File: src/rtl/usb_out_ep_pkg.sv
package usb_out_ep_pkg;
    typedef enum logic [1:0] {
        HS_NONE  = 2'd0,
        HS_ACK   = 2'd1,
        HS_STALL = 2'd2
    } hs_code_e;

    // status byte bit positions (firmware decodes these)
    localparam int unsigned B_RDY    = 0;
    localparam int unsigned B_OVR    = 1;
    localparam int unsigned B_SSTALL = 2;
    localparam int unsigned B_ISO    = 3;
    localparam int unsigned B_FSTALL = 4;
    localparam int unsigned B_DERR   = 5;
    localparam int unsigned B_FLUSH  = 6;
    localparam int unsigned B_AUTO   = 7;
endpackage

File: src/rtl/out_ep_fifo.sv
module out_ep_fifo #(
    parameter int DEPTH = 64,
    localparam int AW = $clog2(DEPTH),
    localparam int LW = $clog2(DEPTH + 1)
) (
    input  logic          clk,
    input  logic          rst_n,
    input  logic          dual,
    input  logic          pkt_start,
    input  logic          wr_en,
    input  logic [7:0]    wr_data,
    input  logic          commit,
    input  logic          pop,
    input  logic          rd_en,
    output logic          free,
    output logic [1:0]    pkt_cnt,
    output logic [LW-1:0] head_len,
    output logic [LW-1:0] rd_cnt,
    output logic [7:0]    rd_data
);
    localparam int HALF = DEPTH / 2;

    typedef struct packed {
        logic                hd;
        logic [1:0]          cnt;
        logic [LW-1:0]       wlen;
        logic [1:0][LW-1:0]  len;
        logic [LW-1:0]       rcnt;
    } fifo_st_t;

    fifo_st_t fifo_d, fifo_q;
    logic [7:0] mem [DEPTH];

    logic [LW-1:0] cap;
    logic          wslot, rslot, wr_ok, commit_ok, pop_ok;
    logic [AW-1:0] waddr, raddr;

    always_comb begin
        cap       = dual ? LW'(HALF) : LW'(DEPTH);
        free      = dual ? (fifo_q.cnt < 2'd2) : (fifo_q.cnt == 2'd0);
        wslot     = dual & (fifo_q.hd ^ fifo_q.cnt[0]);
        rslot     = dual & fifo_q.hd;
        wr_ok     = wr_en && free && (fifo_q.wlen < cap);
        commit_ok = commit && free;
        pop_ok    = pop && (fifo_q.cnt != 2'd0);
        waddr     = (wslot ? AW'(HALF) : '0) + AW'(fifo_q.wlen);
        raddr     = (rslot ? AW'(HALF) : '0) + AW'(fifo_q.rcnt);

        fifo_d = fifo_q;
        if (pkt_start)
            fifo_d.wlen = '0;
        else if (wr_ok)
            fifo_d.wlen = fifo_q.wlen + LW'(1);
        if (commit_ok)
            fifo_d.len[wslot] = fifo_q.wlen;
        if (rd_en && (fifo_q.cnt != 2'd0) && (fifo_q.rcnt < cap))
            fifo_d.rcnt = fifo_q.rcnt + LW'(1);
        if (pop_ok) begin
            fifo_d.hd   = dual & ~fifo_q.hd;
            fifo_d.rcnt = '0;
        end
        fifo_d.cnt = fifo_q.cnt + {1'b0, commit_ok} - {1'b0, pop_ok};
    end

    always_ff @(posedge clk) begin
        if (!rst_n) fifo_q <= '0;
        else        fifo_q <= fifo_d;
    end

    always_ff @(posedge clk) begin
        if (wr_ok) mem[waddr] <= wr_data;
    end

    assign pkt_cnt  = fifo_q.cnt;
    assign head_len = fifo_q.len[rslot];
    assign rd_cnt   = fifo_q.rcnt;
    assign rd_data  = mem[raddr];

    // releasing the only packet empties the buffer
    assert_pop_empties_R10: assert property (@(posedge clk) disable iff (!rst_n)
        (pop && !commit && fifo_q.cnt == 2'd1) |=> (fifo_q.cnt == 2'd0));

    // a full buffer never accepts another packet
    assert_full_blocks_R9: assert property (@(posedge clk) disable iff (!rst_n)
        (!free && commit && !pop) |=> $stable(fifo_q.cnt));
endmodule

File: src/rtl/out_ep_rx.sv
module out_ep_rx
    import usb_out_ep_pkg::*;
#(
    parameter int LEN_W = 10
) (
    input  logic             clk,
    input  logic             rst_n,
    input  logic             rx_start,
    input  logic             rx_data1,
    input  logic             rx_valid,
    input  logic             rx_end,
    input  logic             rx_crc_err,
    input  logic             rx_stuff_err,
    input  logic             iso,
    input  logic             toggle,
    input  logic             stall_active,
    input  logic [LEN_W-1:0] limit,
    input  logic             free,
    output logic             fifo_wr,
    output logic             commit,
    output logic             set_forced,
    output logic             set_overrun,
    output logic             set_derr,
    output logic             flip_toggle,
    output logic             hs_valid,
    output logic [1:0]       hs_code
);
    typedef struct packed {
        logic             active;
        logic             pid1;
        logic [LEN_W-1:0] len;
        logic             hs_valid;
        hs_code_e         hs_code;
    } rx_st_t;

    rx_st_t rx_d, rx_q;
    logic   bad;

    always_comb begin
        rx_d          = rx_q;
        rx_d.hs_valid = 1'b0;
        rx_d.hs_code  = HS_NONE;
        commit        = 1'b0;
        set_forced    = 1'b0;
        set_overrun   = 1'b0;
        set_derr      = 1'b0;
        flip_toggle   = 1'b0;
        bad           = rx_crc_err | rx_stuff_err;
        fifo_wr       = rx_valid && rx_q.active;

        if (rx_start) begin
            rx_d.active = 1'b1;
            rx_d.pid1   = rx_data1;
            rx_d.len    = '0;
        end else if (fifo_wr && (rx_q.len != '1)) begin
            rx_d.len = rx_q.len + LEN_W'(1);
        end

        if (rx_end && rx_q.active) begin
            rx_d.active = 1'b0;
            if (stall_active) begin
                rx_d.hs_valid = 1'b1;
                rx_d.hs_code  = HS_STALL;
            end else if (rx_q.len > limit) begin
                rx_d.hs_valid = 1'b1;
                rx_d.hs_code  = HS_STALL;
                set_forced    = 1'b1;
            end else if (!free) begin
                set_overrun = 1'b1;
            end else if (iso) begin
                commit   = 1'b1;
                set_derr = bad;
            end else if (!bad) begin
                rx_d.hs_valid = 1'b1;
                rx_d.hs_code  = HS_ACK;
                if (rx_q.pid1 == toggle) begin
                    commit      = 1'b1;
                    flip_toggle = 1'b1;
                end
            end
        end
    end

    always_ff @(posedge clk) begin
        if (!rst_n) rx_q <= '0;
        else        rx_q <= rx_d;
    end

    assign hs_valid = rx_q.hs_valid;
    assign hs_code  = rx_q.hs_code;

    assert_stall_answer_R4: assert property (@(posedge clk) disable iff (!rst_n)
        (rx_end && rx_q.active && stall_active) |=> (hs_valid && hs_code == HS_STALL));

    assert_overrun_silent_R9: assert property (@(posedge clk) disable iff (!rst_n)
        (rx_end && rx_q.active && !stall_active && rx_q.len <= limit && !free) |=> !hs_valid);
endmodule

File: src/rtl/out_ep_csr.sv
module out_ep_csr
    import usb_out_ep_pkg::*;
#(
    parameter int MAXP_W = 8
) (
    input  logic              clk,
    input  logic              rst_n,
    input  logic              reg_wr,
    input  logic              reg_sel,
    input  logic [7:0]        reg_wdata,
    input  logic              pkt_ready,
    input  logic              set_overrun,
    input  logic              set_forced,
    input  logic              set_derr,
    input  logic              flip_toggle,
    output logic [7:0]        reg_rdata,
    output logic              iso,
    output logic              toggle,
    output logic              stall_active,
    output logic              auto_clr,
    output logic [MAXP_W-1:0] maxp,
    output logic              cpu_pop
);
    typedef struct packed {
        logic              ovr;
        logic              sstall;
        logic              iso;
        logic              forced;
        logic              derr;
        logic              autoc;
        logic              toggle;
        logic [MAXP_W-1:0] maxp;
    } csr_st_t;

    csr_st_t csr_d, csr_q;
    logic    csr_wr, maxp_wr;
    logic [7:0] status;

    always_comb begin
        csr_wr  = reg_wr && !reg_sel;
        maxp_wr = reg_wr && reg_sel;
        csr_d   = csr_q;

        if (csr_wr) begin
            if (!reg_wdata[B_OVR])    csr_d.ovr    = 1'b0;
            if (!reg_wdata[B_FSTALL]) csr_d.forced = 1'b0;
            if (!reg_wdata[B_DERR])   csr_d.derr   = 1'b0;
            csr_d.sstall = reg_wdata[B_SSTALL];
            csr_d.iso    = reg_wdata[B_ISO];
            csr_d.autoc  = reg_wdata[B_AUTO];
            if (csr_q.iso && !reg_wdata[B_ISO]) csr_d.toggle = 1'b0;
        end
        if (maxp_wr) csr_d.maxp = reg_wdata[MAXP_W-1:0];

        if (flip_toggle) csr_d.toggle = ~csr_q.toggle;
        if (set_overrun) csr_d.ovr    = 1'b1;
        if (set_forced)  csr_d.forced = 1'b1;
        if (set_derr)    csr_d.derr   = 1'b1;

        cpu_pop = csr_wr && pkt_ready && (!reg_wdata[B_RDY] || reg_wdata[B_FLUSH]);

        status           = '0;
        status[B_RDY]    = pkt_ready;
        status[B_OVR]    = csr_q.ovr;
        status[B_SSTALL] = csr_q.sstall;
        status[B_ISO]    = csr_q.iso;
        status[B_FSTALL] = csr_q.forced;
        status[B_DERR]   = csr_q.derr;
        status[B_AUTO]   = csr_q.autoc;
        reg_rdata        = reg_sel ? 8'(csr_q.maxp) : status;
    end

    always_ff @(posedge clk) begin
        if (!rst_n) csr_q <= '0;
        else        csr_q <= csr_d;
    end

    assign iso          = csr_q.iso;
    assign toggle       = csr_q.toggle;
    assign stall_active = csr_q.sstall | csr_q.forced;
    assign auto_clr     = csr_q.autoc;
    assign maxp         = csr_q.maxp;

    assert_forced_sticky_R3: assert property (@(posedge clk) disable iff (!rst_n)
        $fell(csr_q.forced) |-> $past(reg_wr && !reg_sel && !reg_wdata[B_FSTALL]));

    assert_overrun_cause_R9: assert property (@(posedge clk) disable iff (!rst_n)
        $rose(csr_q.ovr) |-> $past(set_overrun));
endmodule

File: src/rtl/usb_out_ep_ctrl.sv
module usb_out_ep_ctrl #(
    parameter int FIFO_DEPTH = 64,
    parameter int MAXP_W     = 8,
    localparam int PL_W      = $clog2(FIFO_DEPTH + 1)
) (
    input  logic            clk,
    input  logic            rst_n,
    input  logic            rx_start,
    input  logic            rx_data1,
    input  logic            rx_valid,
    input  logic [7:0]      rx_byte,
    input  logic            rx_end,
    input  logic            rx_crc_err,
    input  logic            rx_stuff_err,
    output logic            hs_valid,
    output logic [1:0]      hs_code,
    input  logic            reg_wr,
    input  logic            reg_sel,
    input  logic [7:0]      reg_wdata,
    output logic [7:0]      reg_rdata,
    input  logic            fifo_rd,
    output logic [7:0]      fifo_rdata,
    output logic [PL_W-1:0] pkt_len
);
    localparam int HALF  = FIFO_DEPTH / 2;
    localparam int LEN_W = ((MAXP_W > PL_W) ? MAXP_W : PL_W) + 1;

    logic              iso, toggle, stall_active, auto_clr, cpu_pop;
    logic [MAXP_W-1:0] maxp;
    logic              fifo_wr, commit, set_forced, set_overrun, set_derr, flip_toggle;
    logic              free, dual, pkt_ready, auto_pop, pop;
    logic [1:0]        pkt_cnt;
    logic [PL_W-1:0]   rd_cnt;
    logic [LEN_W-1:0]  maxp_ext, cap_ext, limit;

    always_comb begin
        maxp_ext  = LEN_W'(maxp);
        dual      = (maxp_ext <= LEN_W'(HALF));
        cap_ext   = dual ? LEN_W'(HALF) : LEN_W'(FIFO_DEPTH);
        limit     = (maxp_ext < cap_ext) ? maxp_ext : cap_ext;
        pkt_ready = (pkt_cnt != 2'd0);
        auto_pop  = auto_clr && fifo_rd && pkt_ready
                    && ((LEN_W'(rd_cnt) + LEN_W'(1)) == maxp_ext);
        pop       = cpu_pop | auto_pop;
    end

    out_ep_csr #(.MAXP_W(MAXP_W)) i_csr (
        .clk, .rst_n, .reg_wr, .reg_sel, .reg_wdata, .pkt_ready,
        .set_overrun, .set_forced, .set_derr, .flip_toggle,
        .reg_rdata, .iso, .toggle, .stall_active, .auto_clr, .maxp, .cpu_pop
    );

    out_ep_rx #(.LEN_W(LEN_W)) i_rx (
        .clk, .rst_n, .rx_start, .rx_data1, .rx_valid, .rx_end,
        .rx_crc_err, .rx_stuff_err, .iso, .toggle, .stall_active, .limit, .free,
        .fifo_wr, .commit, .set_forced, .set_overrun, .set_derr, .flip_toggle,
        .hs_valid, .hs_code
    );

    out_ep_fifo #(.DEPTH(FIFO_DEPTH)) i_fifo (
        .clk, .rst_n, .dual, .pkt_start(rx_start), .wr_en(fifo_wr), .wr_data(rx_byte),
        .commit, .pop, .rd_en(fifo_rd), .free, .pkt_cnt, .head_len(pkt_len),
        .rd_cnt, .rd_data(fifo_rdata)
    );

    assert_auto_release_R12: assert property (@(posedge clk) disable iff (!rst_n)
        (auto_pop && !commit) |=> (pkt_cnt == $past(pkt_cnt) - 2'd1));
endmodule

File: config.mk
export PLATFORM = sky130hd
export DESIGN_NAME = usb_out_ep_ctrl
export DESIGN_NICKNAME = d
export VERILOG_FILES = /design/src/rtl/usb_out_ep_pkg.sv /design/src/rtl/out_ep_fifo.sv /design/src/rtl/out_ep_rx.sv /design/src/rtl/out_ep_csr.sv /design/src/rtl/usb_out_ep_ctrl.sv
export SDC_FILE = /design/constraint.sdc
export NUM_CORES = 1
export LEC_CHECK = 0
export ABC_CLOCK_PERIOD_IN_PS = 6500
export BUFFER_PORTS_ARGS = -buffer_cell sky130_fd_sc_hd__buf_2
export CAP_MARGIN = 20
export CORE_UTILIZATION = 62
export CTS_BUF_LIST = sky130_fd_sc_hd__clkbuf_16
export CTS_CLUSTER_SIZE = 10
export DETAILED_ROUTE_END_ITERATION = 10
export PLACE_DENSITY_LB_ADDON = 0.12
export SLEW_MARGIN = 40
export SYNTH_ARGS = -nofsm -noshare
export SYNTH_HDL_FRONTEND = slang
export SYNTH_SLANG_ARGS = --single-unit
export TNS_END_PERCENT = 20
File: constraint.sdc
create_clock -name clk -period 6.5 [get_ports clk]
set_input_delay 1.625 -clock clk [delete_from_list [all_inputs] [get_ports clk]]
set_output_delay 1.625 -clock clk [all_outputs]
set_load 0.03 [all_outputs]
==> Word level (Yosys, flattened, before mapping) <==
Memory sizes are Yosys's and may differ from the RTL's.
Cells that the tools add are included.
{ "totals": {"mem_bits_rw": 512, "reg_bits": 60, "n_memories": 1, "elab_cells": 146, "out_inout_bits": 26, "in_bits": 27} }
{ "op_classes": {"order_cmp": 9, "mux": 52, "n_reduce_logical": 38, "bitwise": 12, "addsub": 8, "eq_ne": 6} }
{ "mem_list": {"columns": ["name", "words", "width", "rd", "rd_clocked_by_memory_dff", "wr", "line", "text"], "rows": [
  ["i_fifo.mem", 64, 8, 1, 0, 1, "out_ep_fifo.sv:32", "logic [7:0] mem [DEPTH];"]
]} }
{ "op_table": {"columns": ["op", "count"], "rows": [
  ["7-bit two-way mux", 6],
  ["1-bit two-way mux", 35],
  ["1-bit logical AND", 18],
  ["8-bit two-way mux", 2],
  ["3-bit two-way mux", 5],
  ["7-bit by 1-bit adder with 7-bit output (second input constant)", 2],
  ["14-bit bitwise mux", 1],
  ["7-bit less-than comparator", 2],
  ["6-bit adder", 2],
  ["6-bit two-way mux", 2],
  ["2-bit nonzero test", 6],
  ["2-bit AND reduction", 5],
  ["9-bit by 1-bit adder with 9-bit output (second input constant)", 1],
  ["9-bit by 8-bit > comparator with 1-bit output", 1],
  ["9-bit != test (second input constant)", 1],
  ["7-bit by 1-bit adder with 8-bit output (second input constant)", 1],
  ["8-bit == test", 1],
  ["8-bit by 6-bit <= comparator with 1-bit output (second input constant)", 1],
  ["8-bit by 7-bit less-than comparator with 1-bit output", 1],
  ["7-bit demux with 1-bit select", 1],
  ["2-bit by 1-bit != test with 1-bit output (second input constant)", 3],
  ["2-bit OR reduction", 3],
  ["6-bit OR reduction", 1],
  ["1-bit NOT", 5],
  ["other kinds (12)", 19]
]} }

==> Depth between registers and ports, before layout <==
{ "depth": {"word_depth": 11, "depth_mapped": 20, "depth_no_buf": 19} }

==> Cells and area by module <==
From an unflattened synthesis, not the netlist that was laid out.
{ "unflattened": {"hier_cells": 1341, "hier_area_um2": 23358.7} }
{ "modules_own_cells": {"columns": ["module", "area_each_um2", "seq_area_each_um2", "instances", "cells_per_inst"], "rows": [
  ["out_ep_fifo", 21346.7, 15995.3, 1, 1102],
  ["out_ep_rx", 908.4, 280.3, 1, 110],
  ["out_ep_csr", 774.5, 300.3, 1, 84],
  ["usb_out_ep_ctrl", 329.1, 0.0, 1, 45]
]} }

==> Least setup slack after synthesis <==
Ideal clock, no wire load.
{ "synth_timing": {"kind": "register to register", "startpoint": "register i_csr.csr_q (netlist bit i_csr.maxp[0])", "endpoint": "register i_fifo.fifo_q[17] (netlist name)", "slack_ns": 1.725, "stages_incl_launch_ff": 19, "period_less_slack_ns": 4.775, "arrival_ns": 4.643, "n_path_buf": 2, "setup_ns": 0.132, "required_ns": 6.368, "cell_sequence": "dfxtp_1 or4_1 o21a_1 or2_1 buf_6 inv_1 ha_1 o21a_1 nor3_1 inv_1 o21ai_0 ha_1 a21o_1 a211o_1 a2111oi_0 o21ai_1 clkbuf_1 o31ai_1 a21oi_1"} }
{ "synth_via": {"elab_chain_len": 9, "elab_cells_between_ends": 18, "cone_classes": "order compare: 5; mux: 10; bitwise: 1; reduce/logical: 2"} }
{ "synth_lines": {"columns": ["element", "line", "text"], "rows": [
  ["start, declared", "out_ep_csr.sv:35", "csr_st_t csr_d, csr_q;"],
  ["start signal, assigned", "out_ep_csr.sv:75", "else csr_q <= csr_d;"],
  ["8-bit by 6-bit <= comparator with 1-bit output", "usb_out_ep_ctrl.sv:38", "dual = (maxp_ext <= LEN_W'(HALF));"],
  ["7-bit two-way mux", "usb_out_ep_ctrl.sv:39", "cap_ext = dual ? LEN_W'(HALF) : LEN_W'(FIFO_DEPTH);"],
  ["8-bit by 7-bit less-than comparator with 1-bit output", "usb_out_ep_ctrl.sv:40", "limit = (maxp_ext < cap_ext) ? maxp_ext : cap_ext;"],
  ["8-bit two-way mux", "usb_out_ep_ctrl.sv:40", null],
  ["9-bit by 8-bit > comparator with 1-bit output", "out_ep_rx.sv:64", "end else if (rx_q.len > limit) begin"],
  ["1-bit two-way mux", "out_ep_rx.sv:64", null],
  ["1-bit two-way mux", "out_ep_rx.sv:61", "if (stall_active) begin"],
  ["1-bit two-way mux", "out_ep_rx.sv:59", "if (rx_end && rx_q.active) begin"],
  ["1-bit logical AND", "out_ep_fifo.sv:44", "commit_ok = commit && free;"],
  ["end signal, assigned", "out_ep_fifo.sv:67", "else fifo_q <= fifo_d;"],
  ["end, declared", "out_ep_fifo.sv:31", "fifo_st_t fifo_d, fifo_q;"]
]} }
Parallel ways exist; a longest one is shown, timed or not.
A chain may end at the register's enable or synchronous reset.

==> Final worst setup path <==
{ "layout_timing": {"startpoint": "register i_csr.csr_q (netlist bit i_csr.maxp[1])", "endpoint": "register i_csr.csr_q (netlist bit i_csr.toggle)"} }
{ "layout_via": {"elab_chain_len": 10, "elab_cells_between_ends": 14, "cone_classes": "order compare: 3; mux: 8; reduce/logical: 3"} }
{ "layout_lines": {"columns": ["element", "line"], "rows": [
  ["8-bit by 6-bit <= comparator with 1-bit output", "usb_out_ep_ctrl.sv:38"],
  ["7-bit two-way mux", "usb_out_ep_ctrl.sv:39"],
  ["8-bit by 7-bit less-than comparator with 1-bit output", "usb_out_ep_ctrl.sv:40"],
  ["8-bit two-way mux", "usb_out_ep_ctrl.sv:40"],
  ["9-bit by 8-bit > comparator with 1-bit output", "out_ep_rx.sv:64"],
  ["1-bit two-way mux *", "out_ep_rx.sv:64"],
  ["1-bit two-way mux *", "out_ep_rx.sv:61"],
  ["1-bit two-way mux *", "out_ep_rx.sv:59"],
  ["2-bit nonzero test (no source line)", null],
  ["2-bit AND reduction (no source line)", null]
]} }
Every way passes the cells marked *; elsewhere a longest branch is shown, timed or not.

==> run metrics <==
status=completed; Hold Buf Count CTS=0; slew margin rel.=0.415; power per standard cell area=roughly 280 nW/um2; Die Ht=between 150 and 200 um; Antenna diodes=0; Max Clock Skew=about 12 ps; Synth Cell Area=around 24000 um2; post-CTS setup buffer count=0; Worst setup SP type=flop; Final Hold Vio Count=0; synth warn=0; Post-Place Setup Slack=about 1400 ps; Top FF cell, synth=edfxtp_1; area occupied by multi-input gates=about 6600 um2; DRT iter0 DRCs=about 1200; Final WS setup=~1300 ps; Chip Width=197 um; GRT busiest layer=met2; CP Data Required Time=around 7000 ps; WHS=464 ps; Hold Crit Class=reg -> reg; final worst-path cycle share=0.807; Root Driver=clkbuf_16; Ports=53; Post-Syn Instances=about 1300; Starting Density=0.636; Slew @ Worst Pin=approximately 880 ps; Post-route DRC=0; initial antenna violation count=1; CTS tree=built; Placeable Area=approximately 37000 um2; gr ovfl total=0; Tmin final=5250 ps; worst path arrival time=5740 ps; Fillers=roughly 2300; final setup vio count=0; syn_nets=around 1400; die footprint=38700 um2; overall power=around 7.5 mW; remaining antenna violation count after routing=0; Via density=6.54; global-route wire length before repair=about 78000 um; critical path class=reg -> reg; wirelength, routed=between 50000 and 60000 um; vias in the first global route=about 13000; worst vdd ir=0.221 mV; largest net degree at the start of global routing=67; Row Count=70; GRT Total Usage=0.276; H-tree levels=3; Yosys cell types=63; EDFF count, synth=slightly above 500; fmax=roughly 190 MHz; met2 usage=0.433; Yosys reg bits=572; Port-buffer cells=52; Placer Congestion=0.849; met3 Resource Use GR=0.0483; Sequential cell area=roughly 17000 um2; leakage power=just under 9 nW; Seq/Total Area, Yosys=0.705; area delta synth->final=13.0%; CP Max Fanout=17; RSZ-0062 raised after global routing=false; Setup TNS=0 ps; Pre-antenna DRT Iters=5; total CTS buffers=67; FF-to-FF path depth=16; syn_area_per_cell=between 15 and 20 um2; Num Clock Sinks=between 500 and 600; ys async rst share=0; nets@finish=between 1000 and 1500; ratio of cells with drive above 1 in the final layout=0.265; clock slew at reported path FFs=approximately 50 ps; Detail Placement HPWL=roughly 30000 um; Max Cap Viol=0; endpoint class of the critical path=flop; clock latency on the worst-skew pair=between 500 and 600 ps; CTS max path bufs=3; WHS Path Cells=2; via count=between 10000 and 15000; cts repair resizes=0; GR Util met1=0.393; DR WL/cell=~26 um; Max Slew Vio Count=0
[worst paths after layout]
| path | start | slack [ps] | endpoint |
|---|---|---|---|
| worst max-delay path | i_csr.maxp[1]$_SDFFE_PN0P_ | 1250 | i_csr.toggle$_SDFFE_PN0P_ |
| worst min-delay path | i_fifo.fifo_q[13]$_SDFFE_PN0P_ | 460 | i_fifo.fifo_q[13]$_SDFFE_PN0P_ |
| worst max register to register | i_csr.maxp[1]$_SDFFE_PN0P_ | 1250 | i_csr.toggle$_SDFFE_PN0P_ |
| worst min register to register | i_fifo.fifo_q[13]$_SDFFE_PN0P_ | 460 | i_fifo.fifo_q[13]$_SDFFE_PN0P_ |
[through the flow]
stage / instances / cell area, um2 / util
finish: 1945 / 26600 / 0.719
global route: 1945 / 26600 / 0.719
CTS: 1945 / 26500 / 0.718
detailed placement: 1857 / 24700 / 0.669
global placement: 1856 / 24700 / 0.667
floorplan: 1316 / 23500 / -
[layout by cell type, fill, tap and decap left out, drive strengths merged, types with 6 or more instances in the layout]
master	Yosys	final
ha	17	17
dfxtp	60	60
mux4	130	130
a211oi	8	8
xor2	14	14
nand4	24	24
mux2i	64	64
edfxtp	512	512
nor3	55	55
or3	6	6
inv	12	29
nor2	36	36
clkbuf	51	69
nor2b	7	7
nand2	36	36
buf	37	125
xnor2	13	13
o21ai	21	21
nor4	19	19
o22ai	11	11
nand2b	10	10
nand3	26	26
o31ai	18	18
a21oi	48	48
o22a	7	7
mux2	20	20
[layout make-up]
type,instances,area share
Clock buffer,69,0.0650
Tap cell,504,0.0237
Inverter,12,0.00170
Clock inverter,19,0.00311
Timing Repair Buffer,125,0.0337
Multi-Input combinational cell,644,0.248
Sequential cell,572,0.625
[critical path, stage by stage, from the launching register on]
cell and delay [ps]:
dfxtp_1 370, or4_1 510, o21a_1 230, or2_1 360, inv_1 170, ha_1 250
o21a_1 100, nor3_1 590, inv_1 120, o21ai_0 220, ha_1 280, a21o_1 160
a211o_1 310, a2111oi_2 560, o21ai_2 360, or3_1 430, a21oi_1 150
[report_power, final]
part           switching, mW  internal [mW]  leakage, nW  total (mW)
sequential            0.0129           4.01         5.09        4.02
combinational          0.184         0.0897         2.63       0.274
clock                   1.34           1.88        0.945        3.21
[sequential cells by signal (all words and copies together) (netlist names), 2 cells and up]
register        count
i_fifo.mem        512
i_csr.csr_q         4
i_fifo.pkt_cnt      2
i_rx.rx_q          11
i_fifo.fifo_q      22
i_fifo.rd_cnt       7
i_rx.hs_code        2
i_csr.maxp          8
[metal layers]
metal	part of all wire	vias up
met2	0.48	582
met1	0.40	6477
met4	0.030	0
met5	0	-
met3	0.085	110
li1	-	5551
[cell usage after synthesis, drive strengths merged (2+ instances only)]
cell | n | area (um2)
a211o | 3 | 28.8
a211oi | 8 | 60.1
a21o | 3 | 22.5
a21oi | 48 | 244
a32oi | 3 | 26.3
and2 | 4 | 25.0
and3 | 5 | 31.3
and4b | 2 | 20.0
buf | 37 | 191
clkbuf | 51 | 191
dfxtp | 60 | 1200
edfxtp | 512 | 15400
ha | 17 | 213
inv | 12 | 45.0
mux2 | 20 | 225
mux2i | 64 | 641
mux4 | 130 | 2930
nand2 | 36 | 135
nand2b | 10 | 62.6
nand3 | 26 | 130
nand4 | 24 | 150
nor2 | 36 | 135
nor2b | 7 | 43.8
nor3 | 55 | 305
nor4 | 19 | 149
nor4b | 2 | 17.5
o211ai | 3 | 22.5
o21a | 5 | 37.5
o21ai | 21 | 105
o22a | 7 | 70.1
o22ai | 11 | 75.1
o31ai | 18 | 135
o32a | 4 | 40.0
or2 | 4 | 25.0
or3 | 6 | 38.8
or4 | 4 | 33.8
xnor2 | 13 | 114
xor2 | 14 | 123
[kinds of logic (layout without fill, tap and decap cells)]
| family | after synthesis | after routing | synth area share |
|---|---|---|---|
| AND/OR/NAND/NOR | 246 | 246 | 0.0576 |
| multiplexers | 214 | 214 | 0.161 |
| buffers and inverters | 100 | 225 | 0.0182 |
| adder cells (fa/ha/maj) | 17 | 17 | 0.00905 |
| AO/OA/AOI/OAI | 139 | 139 | 0.0386 |
| XOR/XNOR | 27 | 27 | 0.0101 |
| flip-flops | 572 | 572 | 0.705 |
| other | 1 | 1 | 0.000159 |
No activity file was read; power rests on OpenSTA's default activity.
